**src/rtl/cbdma_pkg.sv**
```systemverilog
package cbdma_pkg;

    localparam int PADDR_W = 48;
    localparam int WORD_W  = 32;

    typedef enum logic [3:0] {
        ST_IDLE,
        ST_SRC_LO,
        ST_SRC_HI,
        ST_DST_LO,
        ST_DST_HI,
        ST_RD,
        ST_WR,
        ST_DUPD_LO,
        ST_DUPD_HI,
        ST_SUPD_LO,
        ST_SUPD_HI,
        ST_WAIT,
        ST_FAULT
    } chan_state_e;

    typedef enum logic [2:0] {
        FLT_NONE     = 3'd0,
        FLT_SRC_DESC = 3'd1,
        FLT_SRC_DATA = 3'd2,
        FLT_DST_DESC = 3'd3,
        FLT_DST_DATA = 3'd4
    } fault_e;

    // Upper descriptor word: fill flag, 15 zero bits, address bits 47..32
    function automatic logic [WORD_W-1:0] desc_hi(input logic full,
                                                  input logic [PADDR_W-1:0] a);
        return {full, 15'd0, a[47:32]};
    endfunction

    function automatic logic [WORD_W-1:0] desc_lo(input logic [PADDR_W-1:0] a);
        return a[31:0];
    endfunction

    // Which fault cause an access made in a given state maps to
    function automatic fault_e fault_of(input chan_state_e s);
        case (s)
            ST_SRC_LO, ST_SRC_HI, ST_SUPD_LO, ST_SUPD_HI: return FLT_SRC_DESC;
            ST_RD:                                        return FLT_SRC_DATA;
            ST_DST_LO, ST_DST_HI, ST_DUPD_LO, ST_DUPD_HI: return FLT_DST_DESC;
            ST_WR:                                        return FLT_DST_DATA;
            default:                                      return FLT_NONE;
        endcase
    endfunction

endpackage

```
**src/rtl/cbdma_ring_ptr.sv**
```systemverilog
module cbdma_ring_ptr #(
    parameter int IDX_W = 8
) (
    input  logic             clk,
    input  logic             rst,
    input  logic             clear,
    input  logic             step,
    input  logic [IDX_W-1:0] count,
    output logic [IDX_W-1:0] idx
);
    logic at_end;
    assign at_end = (idx >= count - 1'b1);

    always_ff @(posedge clk) begin
        if (rst || clear) begin
            idx <= '0;
        end else if (step) begin
            idx <= at_end ? '0 : idx + 1'b1;
        end
    end

    // stepping from the last descriptor lands on index 0
    assert_ring_wrap_R5: assert property (@(posedge clk) disable iff (rst)
        (step && !clear && count != '0 && idx == count - 1'b1) |=> (idx == '0));

endmodule

```
**src/rtl/cbdma_wait_timer.sv**
```systemverilog
module cbdma_wait_timer #(
    parameter int PER_W = 16
) (
    input  logic             clk,
    input  logic             rst,
    input  logic             load,
    input  logic [PER_W-1:0] period,
    output logic             done
);
    logic [PER_W-1:0] cnt_q;

    always_ff @(posedge clk) begin
        if (rst) begin
            cnt_q <= '0;
        end else if (load) begin
            cnt_q <= period;
        end else if (cnt_q != '0) begin
            cnt_q <= cnt_q - 1'b1;
        end
    end

    assign done = (cnt_q <= PER_W'(1));

endmodule

```
**src/rtl/cbdma_ctrl.sv**
```systemverilog
module cbdma_ctrl
    import cbdma_pkg::*;
#(
    parameter int IDX_W = 8,
    parameter int LEN_W = 16,
    parameter int PER_W = 16
) (
    input  logic               clk,
    input  logic               rst,
    input  logic               cfg_run,
    input  logic [PADDR_W-1:0] cfg_src_base,
    input  logic [PADDR_W-1:0] cfg_dst_base,
    input  logic [LEN_W-1:0]   cfg_buf_bytes,
    input  logic [PER_W-1:0]   cfg_period,
    input  logic [IDX_W-1:0]   src_idx,
    input  logic [IDX_W-1:0]   dst_idx,
    input  logic               timer_done,
    output logic               ring_clear,
    output logic               src_step,
    output logic               dst_step,
    output logic               timer_load,
    output logic               mem_req,
    output logic               mem_we,
    output logic [PADDR_W-1:0] mem_addr,
    output logic [WORD_W-1:0]  mem_wdata,
    input  logic [WORD_W-1:0]  mem_rdata,
    input  logic               mem_err,
    output logic               busy,
    output fault_e             fault
);
    localparam int WCNT_W = LEN_W - 2;

    chan_state_e        state_q;
    fault_e             fault_q;
    logic [PADDR_W-1:0] src_buf_q;
    logic [PADDR_W-1:0] dst_buf_q;
    logic [WCNT_W-1:0]  word_q;
    logic [WORD_W-1:0]  data_q;
    logic               wait_dst_q;

    logic [WCNT_W-1:0]  nwords;
    logic               polled;
    logic               acc_ok;
    logic               rd_full;
    logic [PADDR_W-1:0] src_desc_a;
    logic [PADDR_W-1:0] dst_desc_a;
    logic [PADDR_W-1:0] byte_off;

    assign nwords     = cfg_buf_bytes[LEN_W-1:2];
    assign polled     = (cfg_period != '0);
    assign acc_ok     = cfg_run && !mem_err;
    assign rd_full    = mem_rdata[WORD_W-1];
    assign src_desc_a = cfg_src_base + PADDR_W'({src_idx, 3'b000});
    assign dst_desc_a = cfg_dst_base + PADDR_W'({dst_idx, 3'b000});
    assign byte_off   = PADDR_W'({word_q, 2'b00});

    // Memory port, decoded from the state
    always_comb begin
        mem_req   = 1'b1;
        mem_we    = 1'b0;
        mem_addr  = '0;
        mem_wdata = '0;
        case (state_q)
            ST_SRC_LO:  mem_addr = src_desc_a;
            ST_SRC_HI:  mem_addr = src_desc_a + PADDR_W'(4);
            ST_DST_LO:  mem_addr = dst_desc_a;
            ST_DST_HI:  mem_addr = dst_desc_a + PADDR_W'(4);
            ST_RD:      mem_addr = src_buf_q + byte_off;
            ST_WR: begin
                mem_addr  = dst_buf_q + byte_off;
                mem_we    = 1'b1;
                mem_wdata = data_q;
            end
            ST_DUPD_LO: begin
                mem_addr  = dst_desc_a;
                mem_we    = 1'b1;
                mem_wdata = desc_lo(dst_buf_q);
            end
            ST_DUPD_HI: begin
                mem_addr  = dst_desc_a + PADDR_W'(4);
                mem_we    = 1'b1;
                mem_wdata = desc_hi(1'b1, dst_buf_q);
            end
            ST_SUPD_LO: begin
                mem_addr  = src_desc_a;
                mem_we    = 1'b1;
                mem_wdata = desc_lo(src_buf_q);
            end
            ST_SUPD_HI: begin
                mem_addr  = src_desc_a + PADDR_W'(4);
                mem_we    = 1'b1;
                mem_wdata = desc_hi(1'b0, src_buf_q);
            end
            default:    mem_req = 1'b0;
        endcase
    end

    // Ring index and timer controls
    always_comb begin
        ring_clear = (state_q == ST_IDLE);
        src_step   = acc_ok && (((state_q == ST_SRC_HI) && !rd_full && !polled)
                                || (state_q == ST_SUPD_HI));
        dst_step   = acc_ok && (((state_q == ST_DST_HI) && rd_full && !polled)
                                || (state_q == ST_SUPD_HI));
        timer_load = acc_ok && polled &&
                     (((state_q == ST_SRC_HI) && !rd_full) ||
                      ((state_q == ST_DST_HI) && rd_full));
    end

    always_ff @(posedge clk) begin
        if (rst) begin
            state_q    <= ST_IDLE;
            fault_q    <= FLT_NONE;
            src_buf_q  <= '0;
            dst_buf_q  <= '0;
            word_q     <= '0;
            data_q     <= '0;
            wait_dst_q <= 1'b0;
        end else if (!cfg_run) begin
            state_q <= ST_IDLE;
            fault_q <= FLT_NONE;
        end else if (mem_req && mem_err) begin
            state_q <= ST_FAULT;
            fault_q <= fault_of(state_q);
        end else begin
            case (state_q)
                ST_IDLE:   state_q <= ST_SRC_LO;
                ST_SRC_LO: begin
                    src_buf_q[31:0] <= mem_rdata;
                    state_q         <= ST_SRC_HI;
                end
                ST_SRC_HI: begin
                    src_buf_q[PADDR_W-1:32] <= mem_rdata[PADDR_W-33:0];
                    if (rd_full) begin
                        state_q <= ST_DST_LO;
                    end else if (polled) begin
                        wait_dst_q <= 1'b0;
                        state_q    <= ST_WAIT;
                    end else begin
                        state_q <= ST_SRC_LO;
                    end
                end
                ST_DST_LO: begin
                    dst_buf_q[31:0] <= mem_rdata;
                    state_q         <= ST_DST_HI;
                end
                ST_DST_HI: begin
                    dst_buf_q[PADDR_W-1:32] <= mem_rdata[PADDR_W-33:0];
                    word_q                  <= '0;
                    if (!rd_full) begin
                        state_q <= (nwords == '0) ? ST_DUPD_LO : ST_RD;
                    end else if (polled) begin
                        wait_dst_q <= 1'b1;
                        state_q    <= ST_WAIT;
                    end else begin
                        state_q <= ST_DST_LO;
                    end
                end
                ST_RD: begin
                    data_q  <= mem_rdata;
                    state_q <= ST_WR;
                end
                ST_WR: begin
                    word_q  <= word_q + 1'b1;
                    state_q <= (word_q + 1'b1 >= nwords) ? ST_DUPD_LO : ST_RD;
                end
                ST_DUPD_LO: state_q <= ST_DUPD_HI;
                ST_DUPD_HI: state_q <= ST_SUPD_LO;
                ST_SUPD_LO: state_q <= ST_SUPD_HI;
                ST_SUPD_HI: state_q <= ST_SRC_LO;
                ST_WAIT: begin
                    if (timer_done) begin
                        state_q <= wait_dst_q ? ST_DST_LO : ST_SRC_LO;
                    end
                end
                default:    state_q <= state_q;
            endcase
        end
    end

    assign busy  = (state_q != ST_IDLE) && (state_q != ST_FAULT);
    assign fault = fault_q;

    // a latched fault silences the memory port
    assert_fault_quiet_R7: assert property (@(posedge clk) disable iff (rst)
        (fault_q != FLT_NONE) |-> !mem_req);

    // the cause code holds while the channel stays enabled
    assert_fault_hold_R7: assert property (@(posedge clk) disable iff (rst)
        (fault_q != FLT_NONE && cfg_run) |=> (fault_q == $past(fault_q)));

    // stop returns to idle and clears the cause in one cycle
    assert_stop_clears_R8: assert property (@(posedge clk) disable iff (rst)
        !cfg_run |=> (fault_q == FLT_NONE && !busy));

    // no data write past the programmed buffer length
    assert_copy_bound_R2: assert property (@(posedge clk) disable iff (rst)
        (mem_req && mem_we && state_q == ST_WR) |-> (word_q < nwords));

endmodule

```
**src/rtl/cbdma_channel.sv**
```systemverilog
module cbdma_channel
    import cbdma_pkg::*;
#(
    parameter int IDX_W = 8,
    parameter int LEN_W = 16,
    parameter int PER_W = 16
) (
    input  logic               clk,
    input  logic               rst,
    input  logic               cfg_run,
    input  logic [PADDR_W-1:0] cfg_src_base,
    input  logic [PADDR_W-1:0] cfg_dst_base,
    input  logic [IDX_W-1:0]   cfg_src_count,
    input  logic [IDX_W-1:0]   cfg_dst_count,
    input  logic [LEN_W-1:0]   cfg_buf_bytes,
    input  logic [PER_W-1:0]   cfg_period,
    output logic               mem_req,
    output logic               mem_we,
    output logic [PADDR_W-1:0] mem_addr,
    output logic [WORD_W-1:0]  mem_wdata,
    input  logic [WORD_W-1:0]  mem_rdata,
    input  logic               mem_err,
    output logic               busy,
    output logic               irq,
    output logic [2:0]         err_code,
    output logic [IDX_W-1:0]   src_idx,
    output logic [IDX_W-1:0]   dst_idx
);
    localparam int N_RINGS = 2;

    logic             ring_clear;
    logic             timer_load;
    logic             timer_done;
    logic             step_src;
    logic             step_dst;
    fault_e           fault;
    logic             ring_step  [N_RINGS];
    logic [IDX_W-1:0] ring_count [N_RINGS];
    logic [IDX_W-1:0] ring_idx   [N_RINGS];

    assign ring_step[0]  = step_src;
    assign ring_step[1]  = step_dst;
    assign ring_count[0] = cfg_src_count;
    assign ring_count[1] = cfg_dst_count;

    for (genvar r = 0; r < N_RINGS; r++) begin : g_ring
        cbdma_ring_ptr #(.IDX_W(IDX_W)) u_ptr (
            .clk   (clk),
            .rst   (rst),
            .clear (ring_clear),
            .step  (ring_step[r]),
            .count (ring_count[r]),
            .idx   (ring_idx[r])
        );
    end

    cbdma_wait_timer #(.PER_W(PER_W)) u_timer (
        .clk    (clk),
        .rst    (rst),
        .load   (timer_load),
        .period (cfg_period),
        .done   (timer_done)
    );

    cbdma_ctrl #(.IDX_W(IDX_W), .LEN_W(LEN_W), .PER_W(PER_W)) u_ctrl (
        .clk           (clk),
        .rst           (rst),
        .cfg_run       (cfg_run),
        .cfg_src_base  (cfg_src_base),
        .cfg_dst_base  (cfg_dst_base),
        .cfg_buf_bytes (cfg_buf_bytes),
        .cfg_period    (cfg_period),
        .src_idx       (ring_idx[0]),
        .dst_idx       (ring_idx[1]),
        .timer_done    (timer_done),
        .ring_clear    (ring_clear),
        .src_step      (step_src),
        .dst_step      (step_dst),
        .timer_load    (timer_load),
        .mem_req       (mem_req),
        .mem_we        (mem_we),
        .mem_addr      (mem_addr),
        .mem_wdata     (mem_wdata),
        .mem_rdata     (mem_rdata),
        .mem_err       (mem_err),
        .busy          (busy),
        .fault         (fault)
    );

    assign src_idx  = ring_idx[0];
    assign dst_idx  = ring_idx[1];
    assign err_code = fault;
    assign irq      = (fault != FLT_NONE);

endmodule

```
**config.mk**
```make
export PLATFORM = sky130hd
export DESIGN_NAME = cbdma_channel
export DESIGN_NICKNAME = d
export VERILOG_FILES = /design/src/rtl/cbdma_pkg.sv /design/src/rtl/cbdma_ring_ptr.sv /design/src/rtl/cbdma_wait_timer.sv /design/src/rtl/cbdma_ctrl.sv /design/src/rtl/cbdma_channel.sv
export SDC_FILE = /design/constraint.sdc
export NUM_CORES = 1
export LEC_CHECK = 0
export BUFFER_PORTS_ARGS = -buffer_cell sky130_fd_sc_hd__clkbuf_2
export CAP_MARGIN = 20
export CORE_ASPECT_RATIO = 1.5
export CORE_MARGIN = 2
export CORE_UTILIZATION = 25
export CTS_BUF_LIST = sky130_fd_sc_hd__clkbuf_4
export DETAILED_ROUTE_END_ITERATION = 12
export PLACE_DENSITY = 0.42
export SLEW_MARGIN = 20
export SYNTH_ARGS = -nofsm -noshare
export SYNTH_HDL_FRONTEND = slang
export SYNTH_SLANG_ARGS = --single-unit
export TNS_END_PERCENT = 20
```
**constraint.sdc**
```tcl
create_clock -name clk -period 5.6 [get_ports clk]
set_clock_uncertainty 0.15 [all_clocks]
set_input_delay 0 -clock clk [delete_from_list [all_inputs] [get_ports clk]]
set_output_delay 0 -clock clk [all_outputs]
set_load 0.005 [all_outputs]
```
==> impl_metrics.json <==
{
  "synthMuxAreaShare_pct": 2.501,
  "synth_compound_area_share_pct": 24.31,
  "via_per_inst": 5.385,
  "ff2ff_path_depth": 11,
  "htreeDepth": 4,
  "critPathSlowestCell": "o31a_2",
  "clockRootBuffer": "clkbuf_4",
  "ir_worst_vdd_mv": 0.1153,
  "wl_um": 80230,
  "synthAdderAreaFrac_pct": 5.830,
  "power_density_nw_per_um2": 169.9,
  "layout-drive-gt1-share_pct": 16.86,
  "whs_endpoint": "g_ring[1].u_ptr.idx[4]",
  "crit_required_ns": 5.45,
  "ys_ff_latch": 182,
  "yosysWarnings": 0,
  "drc": 0,
  "synth_cells": 2368,
  "first_iter_violations": 1732,
  "crit_start": "u_ctrl.state_q[0]",
  "dr.pass1.iters": 9,
  "synth_area_um2": 16910,
  "cap_violations": 0,
  "grt_max_degree": 88,
  "p_leak_nw": 8.253,
  "async_reset_ff_share_pct": 0,
  "fin_setup_tns_ns": 0,
  "postRouteAntennaNets": 0,
  "synth_edf_count": 0,
  "r2r-end": "u_ctrl.src_buf_q[46]",
  "grt_use_total_pct": 22.31,
  "outcome": "complete, no violations",
  "hold_viol": 0,
  "yosysUniqueCellTypes": 102,
  "gp_congestion": 0.8888,
  "critPathKind": "flip-flop to output port",
  "die_h_um": 322.6,
  "vias": 19395,
  "total_power_w": 0.003534,
  "nNetsFinal": 2960,
  "ys_seq_area_share_pct": 21.54,
  "antenna_found_initial": 2,
  "path_max_fanout": 11,
  "grt_pass1_wl_um": 119200,
  "cp-end-kind": "output port",
  "setup_viol": 0,
  "synthXorXnorAreaFrac_pct": 10.46,
  "coreArea_um2": 66910,
  "rsz0062_at_grt": "yes",
  "dpl.hpwl_um": 62440,
  "die_area_um2": 69790,
  "min_path_cells": 6,
  "boundaryPins": 283,
  "port_buffers": 280,
  "relSlewSlack_pct": 27.41,
  "cts.sinks": 182,
  "clock.fmax_ghz": 0.1861,
  "start_util_pct": 25.28,
  "cts_tree": "yes",
  "grt_remaining_overflow": 0,
  "crit_chain": "inv_1 -> ha_4 -> and3b_4 -> nand2_1 -> nand2_1 -> ha_1 -> inv_1 -> fa_1 -> nor2b_1 -> o21a_1 -> o21ai_0 -> and3_1 -> o31a_2 -> a21o_1 -> or3_1 -> xnor2_1 -> nor2_1 -> a211o_1 -> clkbuf_2",
  "rows": 116,
  "start_kind": "flip-flop",
  "area_growth_pct": 23.00,
  "synth_top_family_by_area": "simple AND/OR/NAND/NOR gates",
  "die_w_um": 216.4,
  "cts_max_path_buffers": 2,
  "hold_start": "cfg_dst_count[7]",
  "syn_area_per_cell_um2": 7.142,
  "reg2reg_from": "u_ctrl.state_q[0]",
  "post-route-period-util_pct": 95.95,
  "synthSimpleGateAreaFrac_pct": 30.04,
  "syn-num-nets": 2625,
  "fin_crit_ns": 5.373,
  "hold_class": "input pin to flip-flop",
  "synth-main-ff-cell": "dfxtp_1",
  "maxSlewViolCount": 0,
  "clkLatencyLatePin_ns": 0.67,
  "r2r_slack_ns": 1.26,
  "clk_pin_slew_worst_paths_ns": 0.17,
  "routedWlPerCell_um": 22.27,
  "numCtsBuffers": 17,
  "critical_path_arrival_ns": 5.22,
  "grt_pass1_vias": 18681,
  "critPathMaxStageDelay_ns": 0.46,
  "worst_pin_slew_ns": 1.086
}
[worst max-delay path by stage]
| stage | to | slack (ns) | depth (start not counted) |
|---|---|---|---|
| after detailed placement | mem_addr[34] | 0.46 | 19 |
| after CTS | mem_addr[27] | 0.04 | 17 |
| after global routing | mem_addr[27] | -0.04 | 15 |
| after floorplan | mem_addr[38] | 0.12 | 26 |
| final | mem_addr[18] | 0.23 | 19 |
| after global placement | mem_addr[34] | 0.47 | 19 |
[registers in the layout, indices dropped and copies added, names as in the netlist]
name / count
u_timer.cnt_q: 16
g_ring.u_ptr.idx: 16
u_ctrl.src_buf_q: 48
u_ctrl.state_q: 4
u_ctrl.wait_dst_q: 1
u_ctrl.fault: 3
u_ctrl.dst_buf_q: 48
u_ctrl.data_q: 32
u_ctrl.word_q: 14
[repair_timing]
| item | in CTS | in global routing |
|---|---|---|
| gates cloned | 0 | 1 |
| setup buffers | 4 | 9 |
| setup endpoints to repair | 15 | 23 |
| endpoints found under the hold margin | 174 | 0 |
| hold buffers | 105 | 0 |
| pin swaps | 3 | 7 |
| resized for setup | 8 | 20 |
[cell usage in the layout, fill, tap and decap left out, types with 9 or more instances in the layout]
cell	count
nand4_1	49
xor2_1	87
nand3_1	96
dfxtp_1	180
nor4_1	38
nor3_1	57
a22oi_1	44
buf_4	60
and2_1	26
nand2_1	465
a21o_1	33
ha_1	73
and3_1	30
clkbuf_4	17
o211ai_1	16
o31a_1	9
nor2b_1	14
mux2_2	10
a211oi_1	24
a211o_1	13
mux2i_1	31
nand3b_1	11
a21oi_1	208
a221oi_1	15
o21ai_0	70
a222oi_1	19
or4_1	9
or3_1	26
o21ai_1	10
nor2_1	147
dlygate4sd3_1	105
clkbuf_2	279
inv_1	74
xnor2_1	115
nand2b_1	14
o21a_1	14
o22ai_1	30
[critical path, delay by kind of cell, from the launching register on]
kind	cells	cell delay (ns)
AO/OA/AOI/OAI	5	1.33
XOR/XNOR	1	0.43
flip-flops	1	0.38
AND/OR/NAND/NOR	7	1.29
adder cells (fa/ha/maj)	3	0.77
buffers and inverters	3	0.34
[area by class of cell]
cell class              instances  area [µm²]
clock inverters                15       161.4
diodes                          1       2.502
inverters                      74       277.8
flip-flops and latches        182        3646
repair buffers                446        2938
fillers                      7370       46110
multi-input cells            1982       12540
clock buffers                  17       127.6
well taps                     885        1107
[synthesized netlist by cell type, drive strengths merged (19+ instances only)]
cell type,instances,share of area [%]
ha,74,5.5
and2,31,1.2
buf,22,0.80
a22oi,45,2.0
dfxtp,182,22
a21o,36,1.6
nor3,65,2.0
nor2,150,3.3
clkbuf,108,2.8
a211oi,28,1.4
a222oi,19,1.1
a21oi,210,6.2
nand4,51,2.0
xnor2,115,6.0
and3,30,1.1
o21ai,81,2.4
nand2,465,10
mux2i,31,1.8
o22ai,30,1.1
xor2,87,4.5
or3,27,1.0
nor4,46,2.0
nand3,97,2.9
inv,74,1.6
[cells by family (layout without fill, tap and decap cells)]
kind of cell / after synthesis / count (layout)
fa+ha+maj: 77 / 77
xor+xnor: 202 / 202
flops: 182 / 182
compound gates: 610 / 611
mux: 41 / 41
other cells: 0 / 1
buf+inv: 205 / 552
simple gates: 1051 / 1051
[per-stage QoR]
step / hold WS [ns] / setup slack (ns) / cell area, µm² / util, % / instances
floorplan: -0.02090 / 0.1222 / 16910 / - / 2368
global placement: 0.1057 / 0.4712 / 19210 / 28.71 / 3450
detailed placement: 0.1101 / 0.4578 / 19210 / 28.72 / 3450
CTS: 0.06067 / 0.04457 / 20620 / 30.82 / 3591
global route: 0.1235 / -0.04147 / 20800 / 31.09 / 3602
finish: 0.1148 / 0.2271 / 20800 / 31.09 / 3602
[per-layer routing]
layer	track usage, %	vias to the layer above	part of all wire (%)
li1	-	9266	-
met1	27.81	9366	42
met2	39.84	669	50
met3	2.735	92	5.2
met4	6.773	2	2.6
met5	0	-	0.014
[where the power goes]
part           total [W]  switching, W  internal [W]
Clock           0.000803      0.000563      0.000240
Sequential       0.00142     0.0000686       0.00135
Combinational    0.00131      0.000796      0.000513
Total            0.00353       0.00143       0.00211
No activity file was read; power rests on OpenSTA's default activity.
